[src/rtl/irq_seq_pkg.sv]
package irq_seq_pkg;
  // Gray-ordered walk: idle -> armed -> wait -> active
  typedef enum logic [1:0] {
    SEQ_IDLE   = 2'b00,
    SEQ_ARMED  = 2'b01,
    SEQ_WAIT   = 2'b11,
    SEQ_ACTIVE = 2'b10
  } seq_state_e;
endpackage

[src/rtl/irq_seq_fsm.sv]
module irq_seq_fsm
  import irq_seq_pkg::*;
(
  input  logic       clk,
  input  logic       rst_n,
  input  logic       arm_cmd,
  input  logic       disarm_cmd,
  input  logic       cio_req,
  input  logic       dev_ready,
  input  logic       pri_granted,
  input  logic       ack_sel,
  output seq_state_e st_q
);

  seq_state_e st_d;
  logic       st_en;

  // next-state process
  always_comb begin
    st_d = st_q;
    if (disarm_cmd) begin
      st_d = SEQ_IDLE;
    end else begin
      unique case (st_q)
        SEQ_IDLE, SEQ_ACTIVE: if (arm_cmd || cio_req) st_d = SEQ_ARMED;
        SEQ_ARMED:            if (dev_ready && pri_granted) st_d = SEQ_WAIT;
        SEQ_WAIT:             if (ack_sel) st_d = SEQ_ACTIVE;
        default:              st_d = SEQ_IDLE;
      endcase
    end
  end

  assign st_en = (st_d != st_q);

  // register process
  always_ff @(posedge clk or negedge rst_n) begin
    if (!rst_n)     st_q <= SEQ_IDLE;
    else if (st_en) st_q <= st_d;
  end

  // disarm always lands in idle
  a_r4_disarm_wins: assert property (@(posedge clk) disable iff (!rst_n)
    disarm_cmd |=> st_q == SEQ_IDLE);

  // no request without priority
  a_r5_needs_priority: assert property (@(posedge clk) disable iff (!rst_n)
    (st_q == SEQ_ARMED && !pri_granted) |=> st_q != SEQ_WAIT);

  // acknowledged with select moves to active
  a_r9_ack_to_active: assert property (@(posedge clk) disable iff (!rst_n)
    (st_q == SEQ_WAIT && ack_sel && !disarm_cmd) |=> st_q == SEQ_ACTIVE);

  // wait ignores arm and concurrent requests
  a_r3_wait_holds: assert property (@(posedge clk) disable iff (!rst_n)
    (st_q == SEQ_WAIT && !ack_sel && !disarm_cmd) |=> st_q == SEQ_WAIT);

endmodule

[src/rtl/irq_seq_chain.sv]
module irq_seq_chain
  import irq_seq_pkg::*;
#(
  parameter int BUS_W    = 8,
  parameter int VEC_W    = 6,
  parameter int VEC_LSB  = 1,
  parameter int CTL_W    = 3,
  parameter int ACK_CODE = 5
) (
  input  logic             clk,
  input  logic             rst_n,
  input  seq_state_e       st,
  input  logic             pri_in_n,
  input  logic             sel_in_n,
  input  logic [CTL_W-1:0] ioc_state,
  input  logic [VEC_W-1:0] vec_id,
  output logic             pri_granted,
  output logic             ack_sel,
  output logic             irq_n,
  output logic             pri_out_n,
  output logic             sel_out_n,
  output logic [BUS_W-1:0] data_n,
  output logic             data_oe
);

  localparam int VEC_MSB = VEC_LSB + VEC_W - 1;

  logic ack;
  logic requesting;
  logic holds_pri;
  logic [BUS_W-1:0] vec_byte_n;

  assign ack         = (ioc_state == CTL_W'(ACK_CODE));
  assign requesting  = (st == SEQ_WAIT);
  assign holds_pri   = (st == SEQ_WAIT) || (st == SEQ_ACTIVE);
  assign pri_granted = !pri_in_n;
  assign ack_sel     = ack && !sel_in_n;

  assign irq_n     = !requesting;
  assign pri_out_n = holds_pri ? 1'b1 : pri_in_n;
  assign sel_out_n = (ack && !requesting) ? sel_in_n : 1'b1;

  // vector bits inverted onto the low-true bus, others idle high
  for (genvar b = 0; b < BUS_W; b++) begin : g_byte
    if (b >= VEC_LSB && b <= VEC_MSB) begin : g_vec
      assign vec_byte_n[b] = ~vec_id[b-VEC_LSB];
    end else begin : g_pad
      assign vec_byte_n[b] = 1'b1;
    end
  end

  assign data_oe = requesting && ack_sel;
  assign data_n  = data_oe ? vec_byte_n : {BUS_W{1'b1}};

  // priority withheld while requesting or active
  a_r7_pri_held: assert property (@(posedge clk) disable iff (!rst_n)
    (st == SEQ_WAIT || st == SEQ_ACTIVE) |-> pri_out_n);

  // a requester blocks the select chain
  a_r8_sel_blocked: assert property (@(posedge clk) disable iff (!rst_n)
    (st == SEQ_WAIT) |-> sel_out_n);

  // drive only while requesting, pad bits idle high
  a_r9_drive_pads: assert property (@(posedge clk) disable iff (!rst_n)
    data_oe |-> (irq_n == 1'b0 && data_n[0] && data_n[BUS_W-1]));

  // request line low only in wait
  a_r6_irq_wait: assert property (@(posedge clk) disable iff (!rst_n)
    !irq_n |-> (st == SEQ_WAIT && pri_out_n));

endmodule

[src/rtl/irq_chain_seq.sv]
module irq_chain_seq
  import irq_seq_pkg::*;
#(
  parameter int BUS_W    = 8,
  parameter int VEC_W    = 6,
  parameter int VEC_LSB  = 1,
  parameter int CTL_W    = 3,
  parameter int ACK_CODE = 5
) (
  input  logic             clk,
  input  logic             rst_n,
  input  logic             arm_cmd,
  input  logic             disarm_cmd,
  input  logic             cio_req,
  input  logic             dev_ready,
  input  logic             pri_in_n,
  input  logic             sel_in_n,
  input  logic [CTL_W-1:0] ioc_state,
  input  logic [VEC_W-1:0] vec_id,
  output logic             irq_n,
  output logic             pri_out_n,
  output logic             sel_out_n,
  output logic [BUS_W-1:0] data_n,
  output logic             data_oe,
  output logic [1:0]       seq_state
);

  logic [1:0] rst_sync;
  logic       rst_q_n;
  seq_state_e st;
  logic       pri_granted;
  logic       ack_sel;

  // asynchronous assert, synchronous release
  always_ff @(posedge clk or negedge rst_n) begin
    if (!rst_n) rst_sync <= 2'b00;
    else        rst_sync <= {rst_sync[0], 1'b1};
  end
  assign rst_q_n = rst_sync[1];

  irq_seq_fsm u_fsm (
    .clk         (clk),
    .rst_n       (rst_q_n),
    .arm_cmd     (arm_cmd),
    .disarm_cmd  (disarm_cmd),
    .cio_req     (cio_req),
    .dev_ready   (dev_ready),
    .pri_granted (pri_granted),
    .ack_sel     (ack_sel),
    .st_q        (st)
  );

  irq_seq_chain #(
    .BUS_W    (BUS_W),
    .VEC_W    (VEC_W),
    .VEC_LSB  (VEC_LSB),
    .CTL_W    (CTL_W),
    .ACK_CODE (ACK_CODE)
  ) u_chain (
    .clk         (clk),
    .rst_n       (rst_q_n),
    .st          (st),
    .pri_in_n    (pri_in_n),
    .sel_in_n    (sel_in_n),
    .ioc_state   (ioc_state),
    .vec_id      (vec_id),
    .pri_granted (pri_granted),
    .ack_sel     (ack_sel),
    .irq_n       (irq_n),
    .pri_out_n   (pri_out_n),
    .sel_out_n   (sel_out_n),
    .data_n      (data_n),
    .data_oe     (data_oe)
  );

  assign seq_state = st;

endmodule

[config.mk]
export PLATFORM = sky130hd
export DESIGN_NAME = irq_chain_seq
export DESIGN_NICKNAME = d
export VERILOG_FILES = /design/src/rtl/irq_seq_pkg.sv /design/src/rtl/irq_seq_fsm.sv /design/src/rtl/irq_seq_chain.sv /design/src/rtl/irq_chain_seq.sv
export SDC_FILE = /design/constraint.sdc
export NUM_CORES = 1
export LEC_CHECK = 0
export ABC_AREA = 1
export ABC_CLOCK_PERIOD_IN_PS = 900
export BUFFER_PORTS_ARGS = -buffer_cell sky130_fd_sc_hd__buf_2
export CAP_MARGIN = 25
export CORE_AREA = 2 2 39 41
export DETAILED_ROUTE_END_ITERATION = 8
export DIE_AREA = 0 0 41 43
export SYNTH_ARGS = -nofsm -noshare
export SYNTH_HDL_FRONTEND = slang
export SYNTH_SLANG_ARGS = --single-unit
[constraint.sdc]
create_clock -name clk -period 0.9 [get_ports clk]
set_input_delay 0.135 -clock clk [delete_from_list [all_inputs] [get_ports clk]]
set_output_delay 0.135 -clock clk [all_outputs]
set_load 0.02 [all_outputs]
==> flow_summary.json, run 1 <==
{
  "detailed_place.area_um2": 424,
  "count_of_buffers_inserted_at_the_top_level_ports": 28,
  "p_leak_uw": 0.000311,
  "overall_power_consumption_uw": 613,
  "start_kind": "flip-flop",
  "clock_network_latency_to_the_later_pin_of_the_worst_skew_pair_ns": 0.25,
  "count_of_pins_over_their_slew_limit": 0,
  "post_drt_via_cell_ratio": 3.60,
  "violations": "negative setup slack",
  "synth-warning-count": 0,
  "dp_cells": 80,
  "cts_tree": "built",
  "rows": 14,
  "worst_ep_arrival_time_ns": 1.12,
  "initial_utilization_pct": 17.3,
  "post_synth_instance_area_um2": 239,
  "run_status": "complete, but fails checks",
  "ir_worst_vdd_v": 0.00100,
  "floorplan.io_pins": 31,
  "cts.path.max_buffers": 2,
  "gate_count_of_the_mapped_netlist": 33,
  "period_minus_slack_ns": 1.26,
  "setup.worst_path.class": "flip-flop to primary output",
  "die_width_um": 41,
  "fp.dieH_um": 43,
  "finalClockSkew_ns": 0.0134,
  "synth_area_per_cell_um2": 7.24,
  "track_usage_pct": 9.87,
  "final_critical_path_setup_slack_ns": -0.357,
  "drive_gt1_share_pct": 65.3,
  "fin_nets": 93,
  "numCtsBuffers": 3,
  "core_area_um2": 1380,
  "wire_length_of_the_first_global_routing_pass_um": 1150,
  "route.vias.total": 328,
  "drc": 0,
  "grt_start_max_net_pins": 9,
  "dieArea_um2": 1760,
  "root_buffer": "clkbuf_4",
  "detailedRoute.firstIterationViolations": 2,
  "final_cell_count_no_fill": 91,
  "count_of_endpoints_failing_hold_in_the_final_timing_report": 0,
  "fmax_mhz": 796,
  "drv_cap": 0,
  "antenna_violations_before_repair": 0,
  "final_cell_area_um2": 574,
  "firstDrtPassIters": 3,
  "synth_sequential_area_ratio_pct": 41.9,
  "clk_pin_slew_worst_paths_ns": 0.05,
  "setup_viol": 14,
  "rsz0062_at_grt": "yes",
  "final_wtd_congestion": 0.642,
  "grt_overflow_total": 0,
  "min_path_type": "flip-flop to asynchronous set/reset pin",
  "htree_levels": 1,
  "avgRoutedWirePerCell_um": 8.48,
  "synth_cell_type_count": 12,
  "timing.critical_path.fanout_max": 8,
  "critical_path_required_ns": 0.76,
  "wirelength_um": 772,
  "cp-end-kind": "primary output",
  "route.antenna.remaining_nets": 0,
  "postSynthRegisterBits": 4,
  "num_antenna_cells": 0,
  "detailed_placer_s_ending_hpwl_um": 543,
  "cts_num_sinks": 4,
  "area.growth.synth_to_final_pct": 140,
  "power_density_nw_per_um2": 1070,
  "number_of_global_route_vias_before_repair": 289,
  "fin_crit_sh_pct": 140
}
==> routing by layer <==
layer | share of wire (%) | global-route usage [%] | up-vias
met5 | 0 | 0 | -
met4 | 0 | 2.00 | 0
met3 | 9.2 | 6.81 | 0
met2 | 60 | 16.3 | 13
met1 | 31 | 9.74 | 138
li1 | - | - | 177
==> cell families (layout without fill, tap and decap cells) <==
kind of cell,Yosys count,in the layout,synth area share [%]
buf+inv,6,46,12.6
flops,4,4,41.9
other cells,1,3,1.57
simple gates,22,22,44.0
==> synth_stat cells <==
library cell,n,area [um^2]
dfrtp_1,4,100
nand4_1,1,6.26
nor2_2,1,6.26
buf_4,2,15.0
nor2_1,3,11.3
conb_1,1,3.75
nand2_2,1,6.26
nand2_1,13,48.8
nand3_2,1,10.0
nand3_1,1,5.00
nor2_4,1,11.3
inv_1,4,15.0
==> cell type report <==
class / count / area (um^2)
sequential: 4 / 103
tap: 16 / 20.0
inverter: 4 / 15.0
timing repair buffer: 38 / 284
clock buffer: 4 / 26.3
multi-input combinational: 25 / 126
fill: 142 / 810
==> per-stage QoR <==
stage	util, %	TNS, ns	hold slack [ns]	setup slack, ns
finish	41.5	-3.92	0.00968	-0.357
floorplan	-	-1.43	-0.161	-0.219
global route	41.5	-4.66	0.0239	-0.413
CTS	38.4	-3.67	0.0137	-0.326
global placement	30.7	-0.658	-0.0786	-0.0988
detailed placement	30.7	-0.772	-0.0783	-0.115
==> registers in the layout, indices dropped and copies added, names as in the netlist <==
| register | count |
|---|---|
| rst_sync | 2 |
| u_fsm.st_q | 2 |
==> placed cells by master, fill, tap and decap left out, types with 2 or more instances in the layout <==
cell,synthesis,final
nor2_2,1,2
dfrtp_1,4,2
nor2_1,3,2
buf_2,0,18
clkbuf_4,0,3
buf_4,2,8
conb_1,1,3
nand2_1,13,12
inv_1,4,3
buf_6,0,11
dfrtp_2,0,2
==> where the power goes <==
group,internal [uW],switching (uW),leakage (uW)
clock,167,88.5,0.0000150
sequential,192,8.49,0.0000461
combinational,84.2,71.9,0.000250
==> final timing paths <==
check	from	cells after the start	slack [ns]	endpoint
hold reg to reg	rst_sync[1]	0	0.01	u_fsm.st_q[1]
setup / recovery	u_fsm.st_q[1]	4	-0.36	data_n[4]
min in group clk	disarm_cmd	2	0.05	u_fsm.st_q[1]
max in group asynchronous	rst_n	2	0.60	rst_sync[0]
hold / removal	rst_sync[1]	0	0.01	u_fsm.st_q[1]
setup reg to reg	u_fsm.st_q[1]	6	-0.17	u_fsm.st_q[0]
==> worst max-delay path: stages, from the launching register on <==
cell     delay [ns]
dfrtp_2        0.38
nand2_4        0.07
nor2_4         0.17
nand2_1        0.11
buf_6          0.14
==> what timing repair did <==
action	CTS	global route
endpoints found under the hold margin	2	0
gates resized for setup	14	9
setup endpoints to repair	13	14
hold buffers	1	0
pin swaps	1	1
buffers inserted	4	2
(Power assumes the default switching activity.)
==> inputs of run 2 (changes only) <==
Settings changed: SYNTH_HIERARCHICAL from default to 1.
==> run 2 against run 1 <==
- the flow still finishes with violations (negative setup slack)
- clock skew fell by 0.013 ns
- synthesized cell count rose by 18%
- sequential share of layout area fell by 0.64 points
- fmax rose by 7.2%
- critical path depth fell by 2
- sequential cell count did not move
- die area did not move
- combinational power fell by 5%
- highest routed layer is now met4
- synthesized area rose by 17%
- sequential power barely moved
- via count rose by 15%
- worst hold slack improved by 0.012 ns
- critical endpoint is now pri_out_n
==> flow_summary.json, run 2 <==
{
  "asyncSetResetFlopFracSynth_pct": 100,
  "detailedRoute.firstIterationViolations": 5,
  "detailed_placer_s_ending_hpwl_um": 593,
  "synth_top_cells_by_count": "7 x nand2_1, 6 x inv_1, 6 x nand4_1",
  "synth_top_cell_by_area": "dfrtp_1",
  "post_synth_instance_area_um2": 279,
  "rows": 14,
  "final_core_area_utilization_pct": 43.0,
  "fp.dieH_um": 43,
  "clk_pin_slew_worst_paths_ns": 0.04,
  "post_drt_via_cell_ratio": 4.09,
  "fin_crit_sh_pct": 130,
  "final_critical_path_setup_slack_ns": -0.272,
  "synth_area_per_cell_um2": 7.15,
  "setup_viol": 14,
  "dieArea_um2": 1760,
  "layout.cells.most_common": "buf_2",
  "firstDrtPassIters": 4,
  "gate_count_of_the_mapped_netlist": 39,
  "commonest_cells_after_routing_fill_and_taps_aside": "16 x buf_2, 10 x buf_6, 8 x buf_4, 6 x nand2_1, 6 x nand4_1",
  "antenna_violations_before_repair": 0,
  "cts_tree": "built",
  "multi_input_comb_area_um2": 155,
  "rsz0062_at_grt": "yes",
  "ordered_list_of_cells_on_the_worst_path": "or2_4 > buf_6",
  "grt_start_max_net_pins": 8,
  "synth-warning-count": 6,
  "count_of_buffers_inserted_at_the_top_level_ports": 28,
  "yosysTopAreaCellShare_pct": 35.9,
  "reg_top3": "rst_sync (2), u_fsm/st_q (2)",
  "route.vias.total": 376,
  "numCtsBuffers": 3,
  "track_usage_pct": 11.9,
  "timing.critical_path.fanout_max": 3,
  "clock_network_latency_to_the_later_pin_of_the_worst_skew_pair_ns": 0.23,
  "synth.top_cells.by_area": "dfrtp_1 36%, nand4_1 13%, nand2_1 9.4%, inv_1 8.1%, buf_4 5.4%",
  "fmax_mhz": 853,
  "p_leak_uw": 0.000319,
  "floorplan.io_pins": 31,
  "start_kind": "flip-flop",
  "avgRoutedWirePerCell_um": 9.08,
  "fin_nets": 95,
  "postSynthRegisterBits": 4,
  "finalClockSkew_ns": 0.000121,
  "cell_internal_pwr_uw": 414,
  "netSwitchingFraction_pct": 27.4,
  "drv_cap": 0,
  "worst_ep_arrival_time_ns": 1.04,
  "htree_levels": 1,
  "core_area_um2": 1380,
  "number_of_global_route_vias_before_repair": 340,
  "critical_path_required_ns": 0.76,
  "num_antenna_cells": 0,
  "count_of_pins_over_their_slew_limit": 0,
  "cp-end-kind": "primary output",
  "seq_area_um2": 103,
  "share_comb_of_total_power_pct": 25.9,
  "synth_cell_type_count": 14,
  "die_width_um": 41,
  "drive_gt1_share_pct": 67.1,
  "cp_slowest_cell": "dfrtp_2",
  "seq_power_share_pct": 34.8,
  "run_status": "complete, but fails checks",
  "area.growth.synth_to_final_pct": 113,
  "period_minus_slack_ns": 1.17,
  "ir_worst_vdd_v": 0.000460,
  "cts_num_sinks": 4,
  "drc": 0,
  "synth_sequential_area_ratio_pct": 35.9,
  "nFillCells": 141,
  "dp_cells": 84,
  "root_buffer": "clkbuf_4",
  "final_wtd_congestion": 0.613,
  "count_of_endpoints_failing_hold_in_the_final_timing_report": 0,
  "final_cell_count_no_fill": 92,
  "cts.path.max_buffers": 2,
  "p_clk_share_pct": 39.3,
  "cpPeakStageDelay_ns": 0.42,
  "setup.worst_path.class": "flip-flop to primary output",
  "initial_utilization_pct": 20.2,
  "synth_edf_count": 0,
  "wire_length_of_the_first_global_routing_pass_um": 1350,
  "min_path_type": "flip-flop to asynchronous set/reset pin",
  "route.antenna.remaining_nets": 0,
  "grt_overflow_total": 0,
  "p_switching_uw": 156,
  "synthMostInstantiatedCell": "nand2_1",
  "synth-main-ff-cell": "dfrtp_1",
  "wirelength_um": 835,
  "violations": "negative setup slack",
  "power_density_nw_per_um2": 958
}
[run 2: cell types whose count changed in the layout (fill, tap and decap cells not counted), moves of 2 or more]
cell and change:
inv_2 +2, nand2_1 -6, nand4_1 +5, buf_2 -2
[run 2: path summary, 6_finish.rpt]
path	slack [ns]	cells past startpoint	from	to
setup / recovery	-0.27	2	u_fsm/st_q[1]	pri_out_n
hold / removal	0.02	0	rst_sync[1]	u_fsm/st_q[0]
setup reg to reg	-0.15	7	u_fsm/st_q[1]	u_fsm/st_q[1]
hold reg to reg	0.02	0	rst_sync[1]	u_fsm/st_q[0]
max in group asynchronous	0.59	2	rst_n	rst_sync[1]
min in group clk	0.06	2	disarm_cmd	u_fsm/st_q[0]
[run 2: worst max-delay path, delay by kind of cell, from the launching register on]
kind	cells	cell delay, ns
simple gates	1	0.25
buf+inv	1	0.13
flops	1	0.42
[run 2: power groups by stage]
stage,sequential [uW],combinational [uW],clock [uW]
4_1_cts,198,138,232
3_3_place_gp,200,118,0
3_5_place_dp,200,119,0
6_report,198,148,224
2_1_floorplan,207,57.7,0
5_1_grt,199,164,259
[run 2: timing repair]
action | CTS | global route
hold endpoints to repair | 2 | 0
endpoints found under the setup margin | 12 | 14
hold buffers | 1 | 0
buffers inserted | 2 | 3
gates resized for setup | 16 | 10
pin swaps | 6 | 2
[run 2: final cells by class]
| class | count | share of cell area, % |
|---|---|---|
| clock buffers | 3 | 3.78 |
| flip-flops and latches | 4 | 17.2 |
| inverters | 8 | 5.46 |
| multi-input cells | 26 | 26.1 |
| well taps | 16 | 3.36 |
| repair buffers | 35 | 44.1 |
[run 2: cell families after synthesis]
| kind of cell | after synthesis | synth area share, % |
|---|---|---|
| buffers and inverters | 10 | 16.1 |
| other | 2 | 2.69 |
| and+or+nand+nor | 22 | 42.2 |
| AOI/OAI and AO/OA | 1 | 3.14 |
| DFF | 4 | 35.9 |
[run 2: metal layers]
metal	vias to the layer above	GRT usage [%]	share of wire [%]
met5	-	0	0
met4	0	10.0	1.9
met3	2	4.19	7.2
met2	15	18.4	55
met1	165	11.8	36
li1	194	-	-
[run 2: through the flow]
stage	hold WS (ns)	TNS [ns]	area, um^2	power [uW]	setup slack (ns)
detailed placement	-0.0773	-0.326	458	319	-0.101
CTS	0.0217	-2.91	542	568	-0.279
global placement	-0.0798	-0.227	458	318	-0.0930
floorplan	-0.161	-0.716	298	264	-0.115
finish	0.0212	-3.12	596	571	-0.272
global route	0.0324	-3.87	596	623	-0.342
==> inputs of run 3 (changes only) <==
Settings changed: HOLD_SLACK_MARGIN from default to 0.1.
==> run 3 against run 2 <==
- the flow still finishes with violations (negative setup slack)
- clock skew rose by 0.00068 ns
- fmax barely moved
- combinational power rose by 10%
- largest power group unchanged
==> flow_summary.json, run 3 (synthesized netlist as in run 2, its figures left out) <==
{
  "maxUsedRoutingLayer": "met4",
  "num_antenna_cells": 0,
  "die_width_um": 41,
  "area.growth.synth_to_final_pct": 124,
  "worst_r2r_path_depth": 7,
  "fin_nets": 98,
  "run_status": "complete, but fails checks",
  "timing.critical_path.fanout_max": 3,
  "cpPeakStageDelay_ns": 0.42,
  "nFillCells": 139,
  "cts.path.max_buffers": 2,
  "floorplan.io_pins": 31,
  "rsz0062_at_grt": "yes",
  "firstDrtPassIters": 3,
  "drc": 0,
  "finalHoldWorstSlack_ns": 0.170,
  "worst_ep_arrival_time_ns": 1.04,
  "wirelength_um": 869,
  "final_wtd_congestion": 0.613,
  "root_buffer": "clkbuf_4",
  "detailedRoute.firstIterationViolations": 5,
  "p_leak_uw": 0.000332,
  "seq_area_um2": 103,
  "cp-end-kind": "primary output",
  "met1_length_um": 305,
  "post_drt_via_cell_ratio": 4.06,
  "setup.worst_path.class": "flip-flop to primary output",
  "setup_viol": 14,
  "ordered_list_of_cells_on_the_worst_path": "or2_4 > buf_6",
  "fp.dieH_um": 43,
  "count_of_buffers_inserted_at_the_top_level_ports": 28,
  "dp_cells": 84,
  "power_density_nw_per_um2": 938,
  "grt_overflow_total": 0,
  "dieArea_um2": 1760,
  "drv_cap": 0,
  "drive_gt1_share_pct": 65.8,
  "wire_length_of_the_first_global_routing_pass_um": 1410,
  "holdPathStages": 4,
  "rows": 14,
  "final_cell_count_no_fill": 95,
  "min_path_type": "primary input to flip-flop",
  "min_delay_worst_endpoint": "u_fsm/st_q[1]",
  "min_from": "arm_cmd",
  "number_of_global_route_vias_before_repair": 359,
  "detailed_placer_s_ending_hpwl_um": 593,
  "initial_utilization_pct": 20.2,
  "count_of_endpoints_failing_hold_in_the_final_timing_report": 0,
  "ir_worst_vdd_v": 0.000482,
  "cp_slowest_cell": "dfrtp_2",
  "violations": "negative setup slack",
  "cts_tree": "built",
  "regToRegSetupSlack_ns": -0.16,
  "cts_num_sinks": 4,
  "finalClockSkew_ns": 0.000802,
  "wl_met2_um": 491,
  "fmax_mhz": 853,
  "antenna_violations_before_repair": 0,
  "period_minus_slack_ns": 1.17,
  "fin_crit_sh_pct": 130,
  "avgRoutedWirePerCell_um": 9.15,
  "final_critical_path_setup_slack_ns": -0.272,
  "core_area_um2": 1380,
  "clk_pin_slew_worst_paths_ns": 0.04,
  "multi_input_comb_area_um2": 155,
  "numCtsBuffers": 3,
  "r2r_start": "u_fsm/st_q[1]",
  "commonest_cells_after_routing_fill_and_taps_aside": "17 x buf_2, 11 x buf_6, 7 x buf_4, 6 x nand2_1, 6 x nand4_1",
  "clock_network_latency_to_the_later_pin_of_the_worst_skew_pair_ns": 0.23,
  "count_of_pins_over_their_slew_limit": 0,
  "grt_start_max_net_pins": 8,
  "critical_path_required_ns": 0.76,
  "route.antenna.remaining_nets": 0,
  "worst_r2r_endpoint": "u_fsm/st_q[1]",
  "layout.cells.most_common": "buf_2",
  "reg_top3": "rst_sync (2), u_fsm/st_q (2)",
  "htree_levels": 1,
  "start_kind": "flip-flop",
  "route.vias.total": 386,
  "track_usage_pct": 12.4,
  "met3WireLength_um": 56
}
==> run 3: cell count changes in the layout (fill, tap and decap cells not counted), sizes merged <==
cell         delta
buf             +1
dlygate4sd3     +2
==> run 3: report_power, final <==
part	internal [uW]	leakage [uW]	switching (uW)	total [uW]
Sequential	191	0.0000464	6.51	197
Combinational	85.7	0.000271	77.2	163
Clock	149	0.0000138	76.1	225
==> run 3: through the flow <==
| stage | utilization [%] | setup WS (ns) | area [um^2] | total power [uW] | TNS, ns |
|---|---|---|---|---|---|
| 2_1_floorplan | - | -0.115 | 298 | 264 | -0.716 |
| 3_3_place_gp | 33.1 | -0.0930 | 458 | 318 | -0.227 |
| 3_5_place_dp | 33.1 | -0.101 | 458 | 319 | -0.326 |
| 4_1_cts | 40.6 | -0.279 | 562 | 575 | -2.91 |
| 5_1_grt | 45.1 | -0.341 | 624 | 638 | -3.97 |
| 6_report | 45.1 | -0.272 | 624 | 585 | -3.24 |
==> run 3: area by class of cell <==
class	count	area share, %
inverters	8	5.21
multi-input cells	26	24.8
flip-flops and latches	4	16.4
clock buffers	3	3.61
repair buffers	38	46.7
well taps	16	3.21
==> run 3: worst max-delay path by stage <==
stage | slack [ns] | cells past startpoint | startpoint | to
4_1_cts | -0.28 | 4 | u_fsm/st_q[1] | data_n[6]
3_5_place_dp | -0.10 | 2 | u_fsm/st_q[1] | pri_out_n
2_1_floorplan | -0.12 | 3 | u_fsm/st_q[0] | data_n[1]
5_1_grt | -0.34 | 4 | u_fsm/st_q[1] | data_n[6]
6_report | -0.27 | 2 | u_fsm/st_q[1] | pri_out_n
3_3_place_gp | -0.09 | 2 | u_fsm/st_q[1] | pri_out_n
==> run 3: critical path, delay by kind of cell, from the launching register on <==
family	cells	cell delay [ns]
flops	1	0.42
simple gates	1	0.25
buf+inv	1	0.13
==> run 3: what timing repair did <==
action,in CTS,in global routing
setup buffers,2,4
pin swaps,6,2
resized for setup,16,10
endpoints found under the hold margin,5,0
endpoints found under the setup margin,12,14
hold buffers,3,0
==> run 3: routing by layer <==
metal  vias up  global-route usage [%]
met1       169                    12.1
li1        200                       -
met4         0                    10.0
met2        15                    19.7
met5         -                       0
met3         2                    4.19
